===== config.mk =====
export PLATFORM = sky130hd
export DESIGN_NAME = pwr_state_ctrl
export DESIGN_NICKNAME = d
export VERILOG_FILES = /design/src/rtl/pwr_pkg.sv /design/src/rtl/pwr_cmd_decode.sv /design/src/rtl/pwr_hold_timer.sv /design/src/rtl/pwr_ret_store.sv /design/src/rtl/pwr_state_ctrl.sv
export SDC_FILE = /design/constraint.sdc
export NUM_CORES = 1
export LEC_CHECK = 0
export CORE_AREA = 2 2 39 41
export DETAILED_ROUTE_END_ITERATION = 7
export DIE_AREA = 0 0 41 43
export PLACE_DENSITY = 0.74
export SETUP_SLACK_MARGIN = 0.2
export SLEW_MARGIN = 0
export SYNTH_ARGS = -nofsm -noshare
export SYNTH_HDL_FRONTEND = slang
export SYNTH_SLANG_ARGS = --single-unit

===== constraint.sdc =====
create_clock -name clk -period 1.6 [get_ports clk]
set_input_delay 0.24 -clock clk [delete_from_list [all_inputs] [get_ports clk]]
set_output_delay 0.24 -clock clk [all_outputs]
set_load 0.01 [all_outputs]

===== src/rtl/pwr_pkg.sv =====
package pwr_pkg;

  typedef enum logic [2:0] {
    PS_STBY   = 3'd0,
    PS_ATTN   = 3'd1,
    PS_ATTNW  = 3'd2,
    PS_ATTNR  = 3'd3,
    PS_NAPENT = 3'd4,
    PS_NAP    = 3'd5,
    PS_PDNENT = 3'd6,
    PS_PDN    = 3'd7
  } pstate_e;

  localparam logic [2:0] RC_NONE   = 3'd0;
  localparam logic [2:0] RC_ACT    = 3'd1;
  localparam logic [2:0] RC_ATTN   = 3'd2;
  localparam logic [2:0] RC_RLX    = 3'd3;
  localparam logic [2:0] RC_NAP    = 3'd4;
  localparam logic [2:0] RC_PDN    = 3'd5;
  localparam logic [2:0] RC_NAPRLX = 3'd6;

  localparam logic [1:0] CC_NONE = 2'd0;
  localparam logic [1:0] CC_WR   = 2'd1;
  localparam logic [1:0] CC_RD   = 2'd2;
  localparam logic [1:0] CC_RLX  = 2'd3;

  typedef struct packed {
    logic nap;
    logic pdn;
    logic nap_rlx;
    logic rlx;
    logic attn;
    logic wr;
    logic rd;
  } pevt_t;

  function automatic logic is_attn(pstate_e s);
    return (s == PS_ATTN) || (s == PS_ATTNW) || (s == PS_ATTNR);
  endfunction

  function automatic logic is_active(pstate_e s);
    return (s == PS_STBY) || is_attn(s);
  endfunction

  // Next state from an active state, priority: low-power > relax > attention > column op
  function automatic pstate_e active_next(pstate_e s, pevt_t e);
    pstate_e n;
    n = s;
    if (e.nap)                   n = PS_NAPENT;
    else if (e.pdn)              n = PS_PDNENT;
    else if (e.rlx)              n = PS_STBY;
    else if (e.attn)             n = PS_ATTN;
    else if (is_attn(s) && e.rd) n = PS_ATTNR;
    else if (is_attn(s) && e.wr) n = PS_ATTNW;
    return n;
  endfunction

  // Return state stored on low-power entry
  function automatic pstate_e ret_pick(pstate_e s, pevt_t e);
    return e.nap_rlx ? PS_STBY : s;
  endfunction

endpackage


===== src/rtl/pwr_cmd_decode.sv =====
module pwr_cmd_decode
  import pwr_pkg::*;
(
  input  logic       row_strobe,
  input  logic       row_bcast,
  input  logic       row_hit,
  input  logic [2:0] row_cmd,
  input  logic       col_strobe,
  input  logic       col_hit,
  input  logic [1:0] col_cmd,
  input  logic       colx_strobe,
  input  logic       colx_hit,
  input  logic       colx_rlx,
  output pevt_t      evt
);

  logic row_own;
  logic row_any;
  logic col_own;

  assign row_own = row_strobe && row_hit && !row_bcast;
  assign row_any = row_strobe && (row_hit || row_bcast);
  assign col_own = col_strobe && col_hit;

  always_comb begin
    evt         = '0;
    evt.nap     = row_own && ((row_cmd == RC_NAP) || (row_cmd == RC_NAPRLX));
    evt.nap_rlx = row_own && (row_cmd == RC_NAPRLX);
    evt.pdn     = row_own && (row_cmd == RC_PDN);
    evt.attn    = row_own && ((row_cmd == RC_ACT) || (row_cmd == RC_ATTN));
    evt.rlx     = (row_any && (row_cmd == RC_RLX))
               || (col_own && (col_cmd == CC_RLX))
               || (colx_strobe && colx_hit && colx_rlx);
    evt.wr      = col_own && (col_cmd == CC_WR);
    evt.rd      = col_own && (col_cmd == CC_RD);
  end

endmodule


===== src/rtl/pwr_hold_timer.sv =====
module pwr_hold_timer #(
  parameter int HOLD_CYC = 4
) (
  input  logic clk,
  input  logic rst_n,
  input  logic in_ent,
  output logic done
);

  localparam int CW = (HOLD_CYC < 2) ? 1 : $clog2(HOLD_CYC);
  localparam logic [CW-1:0] LAST = CW'(HOLD_CYC - 1);

  logic [CW-1:0] cnt;

  assign done = in_ent && (cnt == LAST);

  always_ff @(posedge clk) begin
    if (!rst_n)      cnt <= '0;
    else if (!in_ent || done) cnt <= '0;
    else             cnt <= cnt + 1'b1;
  end

  // count never passes the hold length
  p_cnt_bound_r6: assert property (@(posedge clk) disable iff (!rst_n)
    in_ent |-> (cnt <= LAST));
  // counter idles at zero outside entry
  p_cnt_idle_r7: assert property (@(posedge clk) disable iff (!rst_n)
    !in_ent |=> (cnt == '0));

endmodule


===== src/rtl/pwr_ret_store.sv =====
module pwr_ret_store
  import pwr_pkg::*;
(
  input  logic    clk,
  input  logic    rst_n,
  input  logic    save,
  input  pstate_e save_val,
  output pstate_e ret_q
);

  always_ff @(posedge clk) begin
    if (!rst_n)    ret_q <= PS_STBY;
    else if (save) ret_q <= save_val;
  end

  // saved state only changes on a save
  p_ret_hold_r8: assert property (@(posedge clk) disable iff (!rst_n)
    !save |=> $stable(ret_q));
  // saved value is always an active state
  p_ret_active_r8: assert property (@(posedge clk) disable iff (!rst_n)
    is_active(ret_q));

endmodule


===== src/rtl/pwr_state_ctrl.sv =====
module pwr_state_ctrl
  import pwr_pkg::*;
#(
  parameter int HOLD_CYC = 4
) (
  input  logic       clk,
  input  logic       rst_n,
  input  logic       wake,
  input  logic       row_strobe,
  input  logic       row_bcast,
  input  logic       row_hit,
  input  logic [2:0] row_cmd,
  input  logic       col_strobe,
  input  logic       col_hit,
  input  logic [1:0] col_cmd,
  input  logic       colx_strobe,
  input  logic       colx_hit,
  input  logic       colx_rlx,
  output logic [2:0] pwr_state,
  output logic [2:0] ret_state,
  output logic       pkt_ignore
);

  pstate_e st;
  pstate_e ret_q;
  pevt_t   evt;
  logic    st_active;
  logic    st_entry;
  logic    ent_done;
  logic    save_en;
  logic    wake_ok;

  pwr_cmd_decode u_dec (
    .row_strobe (row_strobe),
    .row_bcast  (row_bcast),
    .row_hit    (row_hit),
    .row_cmd    (row_cmd),
    .col_strobe (col_strobe),
    .col_hit    (col_hit),
    .col_cmd    (col_cmd),
    .colx_strobe(colx_strobe),
    .colx_hit   (colx_hit),
    .colx_rlx   (colx_rlx),
    .evt        (evt)
  );

  assign st_active = is_active(st);
  assign st_entry  = (st == PS_NAPENT) || (st == PS_PDNENT);
  assign save_en   = st_active && (evt.nap || evt.pdn);
  assign wake_ok   = wake && ((st == PS_NAP) || (st == PS_PDN));

  pwr_hold_timer #(.HOLD_CYC(HOLD_CYC)) u_tmr (
    .clk   (clk),
    .rst_n (rst_n),
    .in_ent(st_entry),
    .done  (ent_done)
  );

  pwr_ret_store u_ret (
    .clk     (clk),
    .rst_n   (rst_n),
    .save    (save_en),
    .save_val(ret_pick(st, evt)),
    .ret_q   (ret_q)
  );

  always_ff @(posedge clk) begin
    if (!rst_n) begin
      st <= PS_STBY;
    end else begin
      case (st)
        PS_NAPENT: if (ent_done) st <= PS_NAP;
        PS_PDNENT: if (ent_done) st <= PS_PDN;
        PS_NAP, PS_PDN: if (wake_ok) st <= ret_q;
        default:   st <= active_next(st, evt);
      endcase
    end
  end

  assign pwr_state  = st;
  assign ret_state  = ret_q;
  assign pkt_ignore = (st == PS_NAP) || (st == PS_PDN);

  // attention persists without relax or low-power request
  p_attn_hold_r2: assert property (@(posedge clk) disable iff (!rst_n)
    (is_attn(st) && !evt.rlx && !evt.nap && !evt.pdn) |=> is_attn(st));
  // relax from an active state lands in standby
  p_relax_r3: assert property (@(posedge clk) disable iff (!rst_n)
    (st_active && evt.rlx && !evt.nap && !evt.pdn) |=> (st == PS_STBY));
  // nap request enters the nap entry state
  p_nap_enter_r6: assert property (@(posedge clk) disable iff (!rst_n)
    (st_active && evt.nap) |=> (st == PS_NAPENT));
  // powerdown request enters the powerdown entry state
  p_pdn_enter_r7: assert property (@(posedge clk) disable iff (!rst_n)
    (st_active && evt.pdn) |=> (st == PS_PDNENT));
  // wake restores the saved state
  p_wake_ret_r8: assert property (@(posedge clk) disable iff (!rst_n)
    wake_ok |=> (st == $past(ret_q)));
  // nap with relax from attention saves standby
  p_naprlx_r9: assert property (@(posedge clk) disable iff (!rst_n)
    (is_attn(st) && evt.nap_rlx) |=> (ret_q == PS_STBY));
  // low-power state is held until wake
  p_lp_hold_r10: assert property (@(posedge clk) disable iff (!rst_n)
    (pkt_ignore && !wake) |=> $stable(st));
  // entry states only advance to their low-power state
  p_ent_path_r11: assert property (@(posedge clk) disable iff (!rst_n)
    (st == PS_NAPENT) |=> ((st == PS_NAPENT) || (st == PS_NAP)));

endmodule


==> summary.txt <==
CTS
  • TritonCTS buffer count: 3
  • H-Tree Depth: 1
  • Hold_buf cts: 0
  • Clk buf depth: 2
  • CTS clk-pin slew, worst paths: about 0.050 ns
  • Clock sink count: 8
  • CTS tree: built
  • Root buf cell: clkbuf_4
  • Worst-Skew Late Latency: approximately 0.25 ns

Logic synthesis
  • Post-Syn Area: ~500 µm²
  • Ys Warns: 0
  • FF+latch count, synth: 8
  • Sequential area share after synthesis: 0.3208
  • Library cells used by synthesis: 30
  • Mapped Nets: 78
  • Mapped Avg Cell Area: about 8.2 µm²
  • Cells after Synth: approximately 60

Min path
  • Hold Crit Class: reg2reg
  • Hold_sp: u_tmr.cnt[0]$_SDFF_PP0_

STA
  • FMAX: ~0.74 GHz
  • Final setup fails: 0
  • Slew headroom: 0.8046
  • Worst-Margin Slew: 0.2918 ns
  • Unrepaired setup endpoints after global routing: true
  • Final setup skew: roughly 0.0030 ns
  • Final period utilization: 0.8469
  • Hold Fails Final Rpt: 0
  • Pins Over Slew Limit: 0
  • Fin crit period: 1.355 ns

Detailed routing
  • Via-to-Cell Ratio: 5.221
  • Vias: 590
  • Detail Route Antenna Nets: 0
  • First-pass DRT Iterations: 4
  • Initial DRC count: 11
  • WL final: approximately 1.3 mm
  • DRC viols: 0
  • Routed WL per cell: 11.63 µm

Pwr
  • Combinational share of power: 0.271
  • P_int: about 370 µW
  • Seq pwr share: 0.429
  • Sw Pwr: approximately 120 µW
  • Sw Share: 0.2500
  • Clock power share: 0.300
  • Peak supply drop: 0.5264 mV
  • Cell Pwr Density: ~560 nW/µm²
  • Leak: ~0.43 nW

Outcome
  • Status: completed

Final layout
  • Fin nets: ~120
  • Share of cells above drive strength 1: 0.2371
  • Most frequent cells in the layout: buf_4 (13), clkdlybuf4s50_1 (10), nand2_1 (7), dlygate4sd2_1 (7), dfxtp_1 (6)
  • Commonest non-fill, non-tap cell in the layout: buf_4
  • P&R area growth vs syn: 77.69%
  • Post-route cell area: slightly below 900 µm²
  • Antenna Diode Count: 0
  • Final core occ: 0.6410

Critical path
  • CP startpoint kind: flop
  • CP max stage delay: about 0.54 ns
  • CP Class: reg2out
  • CP Capture Type: output port
  • Worst r2r src: pwr_state[2]$_SDFFE_PN0P_
  • Slowest CP cell: clkdlybuf4s50_1
  • Buffers plus inverters on the worst setup path: 1
  • Setup crit start: pwr_state[0]$_SDFFE_PN0P_
  • Critical Path RT: approximately 1.4 ns
  • Crit-path cells: clkdlybuf4s50_1
  • Data arrival time of the worst path: 1.12 ns
  • Critical path fanouts, max: 3
  • CP top delay family: buffers and inverters

Place
  • Post-DP Area: ~810 µm²
  • Port Buffers: 22
  • Post-DP HPWL: roughly 1.0 mm
  • Final Wtd Congestion: 0.7069

Floorplan
  • Rows: 14
  • Die Footprint: 1763 µm²
  • Boundary pin count: 23
  • Starting Density: 0.3608
  • Chip height: roughly 43 µm
  • Core area: 1384 µm²
  • Horiz. Die Dim: ~41 µm

Global routing
  • Initial antenna violation count: 0
  • Global Route Usage Sum: 0.1683
  • First-pass GRT wire length: slightly above 2 mm
  • Number of global-route vias before repair: approximately 530
  • Largest net degree at the start of global routing: 10
  • Global route overflow: 0

Run
  • MaxCap Viol Count: 0
==> state kept, by name, summed over array words and instances, names as in the netlist <==
register	flops
u_ret.ret_q	3
pwr_state	3
u_tmr.cnt	2
==> power by group through the flow <==
stage | Sequential (mW) | Combinational, mW | Clock, mW
2_1_floorplan | 0.218 | 0.0432 | 0
3_3_place_gp | 0.217 | 0.128 | 0
3_5_place_dp | 0.217 | 0.130 | 0
4_1_cts | 0.213 | 0.128 | 0.157
5_1_grt | 0.215 | 0.149 | 0.166
6_report | 0.214 | 0.136 | 0.150
==> area by class of cell <==
cell class | instances | area (µm²)
Sequential cell | 8 | 162.7
Tap cell | 16 | 20.02
Clock buffer | 3 | 22.52
Multi-Input combinational cell | 51 | 360.3
Fill cell | 122 | 496.7
Timing Repair Buffer | 35 | 321.6
==> path summary, 6_finish.rpt <==
kind	to	slack [ns]	depth (start not counted)
setup / recovery	pwr_state[0]	0.24	1
hold / removal	u_tmr.cnt[0]$_SDFF_PP0_	0.43	1
setup reg to reg	u_ret.ret_q[1]$_SDFFE_PN0P_	0.40	5
hold reg to reg	u_tmr.cnt[0]$_SDFF_PP0_	0.43	1
==> cells by family (layout without fill, tap and decap cells) <==
family,count (synthesis),in the layout,share of synthesized area
and+or+nand+nor,28,28,0.3158
adders and majority gates,1,1,0.02506
DFF,8,8,0.3208
xor gates and xnor gates,2,2,0.03509
muxes,3,3,0.06015
AOI/OAI and AO/OA,17,17,0.2281
buffers and inverters,2,38,0.01504
==> cell usage after synthesis <==
cell type,number,share of area
dfxtp_1,8,0.32
nand2_1,7,0.053
a21oi_1,4,0.040
nor2_1,4,0.030
o21ai_0,4,0.040
mux2i_1,3,0.060
nor2b_1,3,0.038
a22oi_1,2,0.030
and3_1,2,0.025
clkbuf_1,2,0.015
nand4b_1,2,0.035
xnor2_1,2,0.035
a21boi_0,1,0.015
a311oi_1,1,0.018
a32oi_1,1,0.018
a41oi_1,1,0.018
and2_1,1,0.013
and4b_1,1,0.020
ha_1,1,0.025
nand2b_1,1,0.013
nand3_1,1,0.010
nand4_1,1,0.013
nor3_1,1,0.010
nor3b_1,1,0.015
nor4b_1,1,0.018
o211ai_1,1,0.015
o221ai_1,1,0.018
o311ai_0,1,0.018
or2_1,1,0.013
or3_1,1,0.013
==> metal layers <==
| layer | wire length [µm] | track usage |
|---|---|---|
| met5 | 0 | 0 |
| met4 | 0 | 0.04000 |
| met3 | 72 | 0.06806 |
| met2 | 638 | 0.2688 |
| met1 | 603 | 0.2020 |
==> through the flow <==
stage          setup slack (ns)  TNS (ns)  std cells  power [mW]  hold WS (ns)
6_report                 0.2449         0        113      0.4993        0.4313
5_1_grt                  0.1651         0        113      0.5296        0.4510
4_1_cts                  0.1493         0        113      0.4982        0.4324
3_5_place_dp            -0.2890   -0.4554        108      0.3473        0.4253
3_3_place_gp            -0.2389   -0.5195        108      0.3446        0.4075
2_1_floorplan            0.2907         0         61      0.2611        0.3538
==> what timing repair did <==
| action | CTS | global route |
|---|---|---|
| pin swaps | 5 | 5 |
| buffers inserted | 2 | 0 |
| endpoints found under the setup margin | 6 | 6 |
| gates resized for setup | 10 | 11 |
Note: power is estimated with default switching activity, not from simulation.
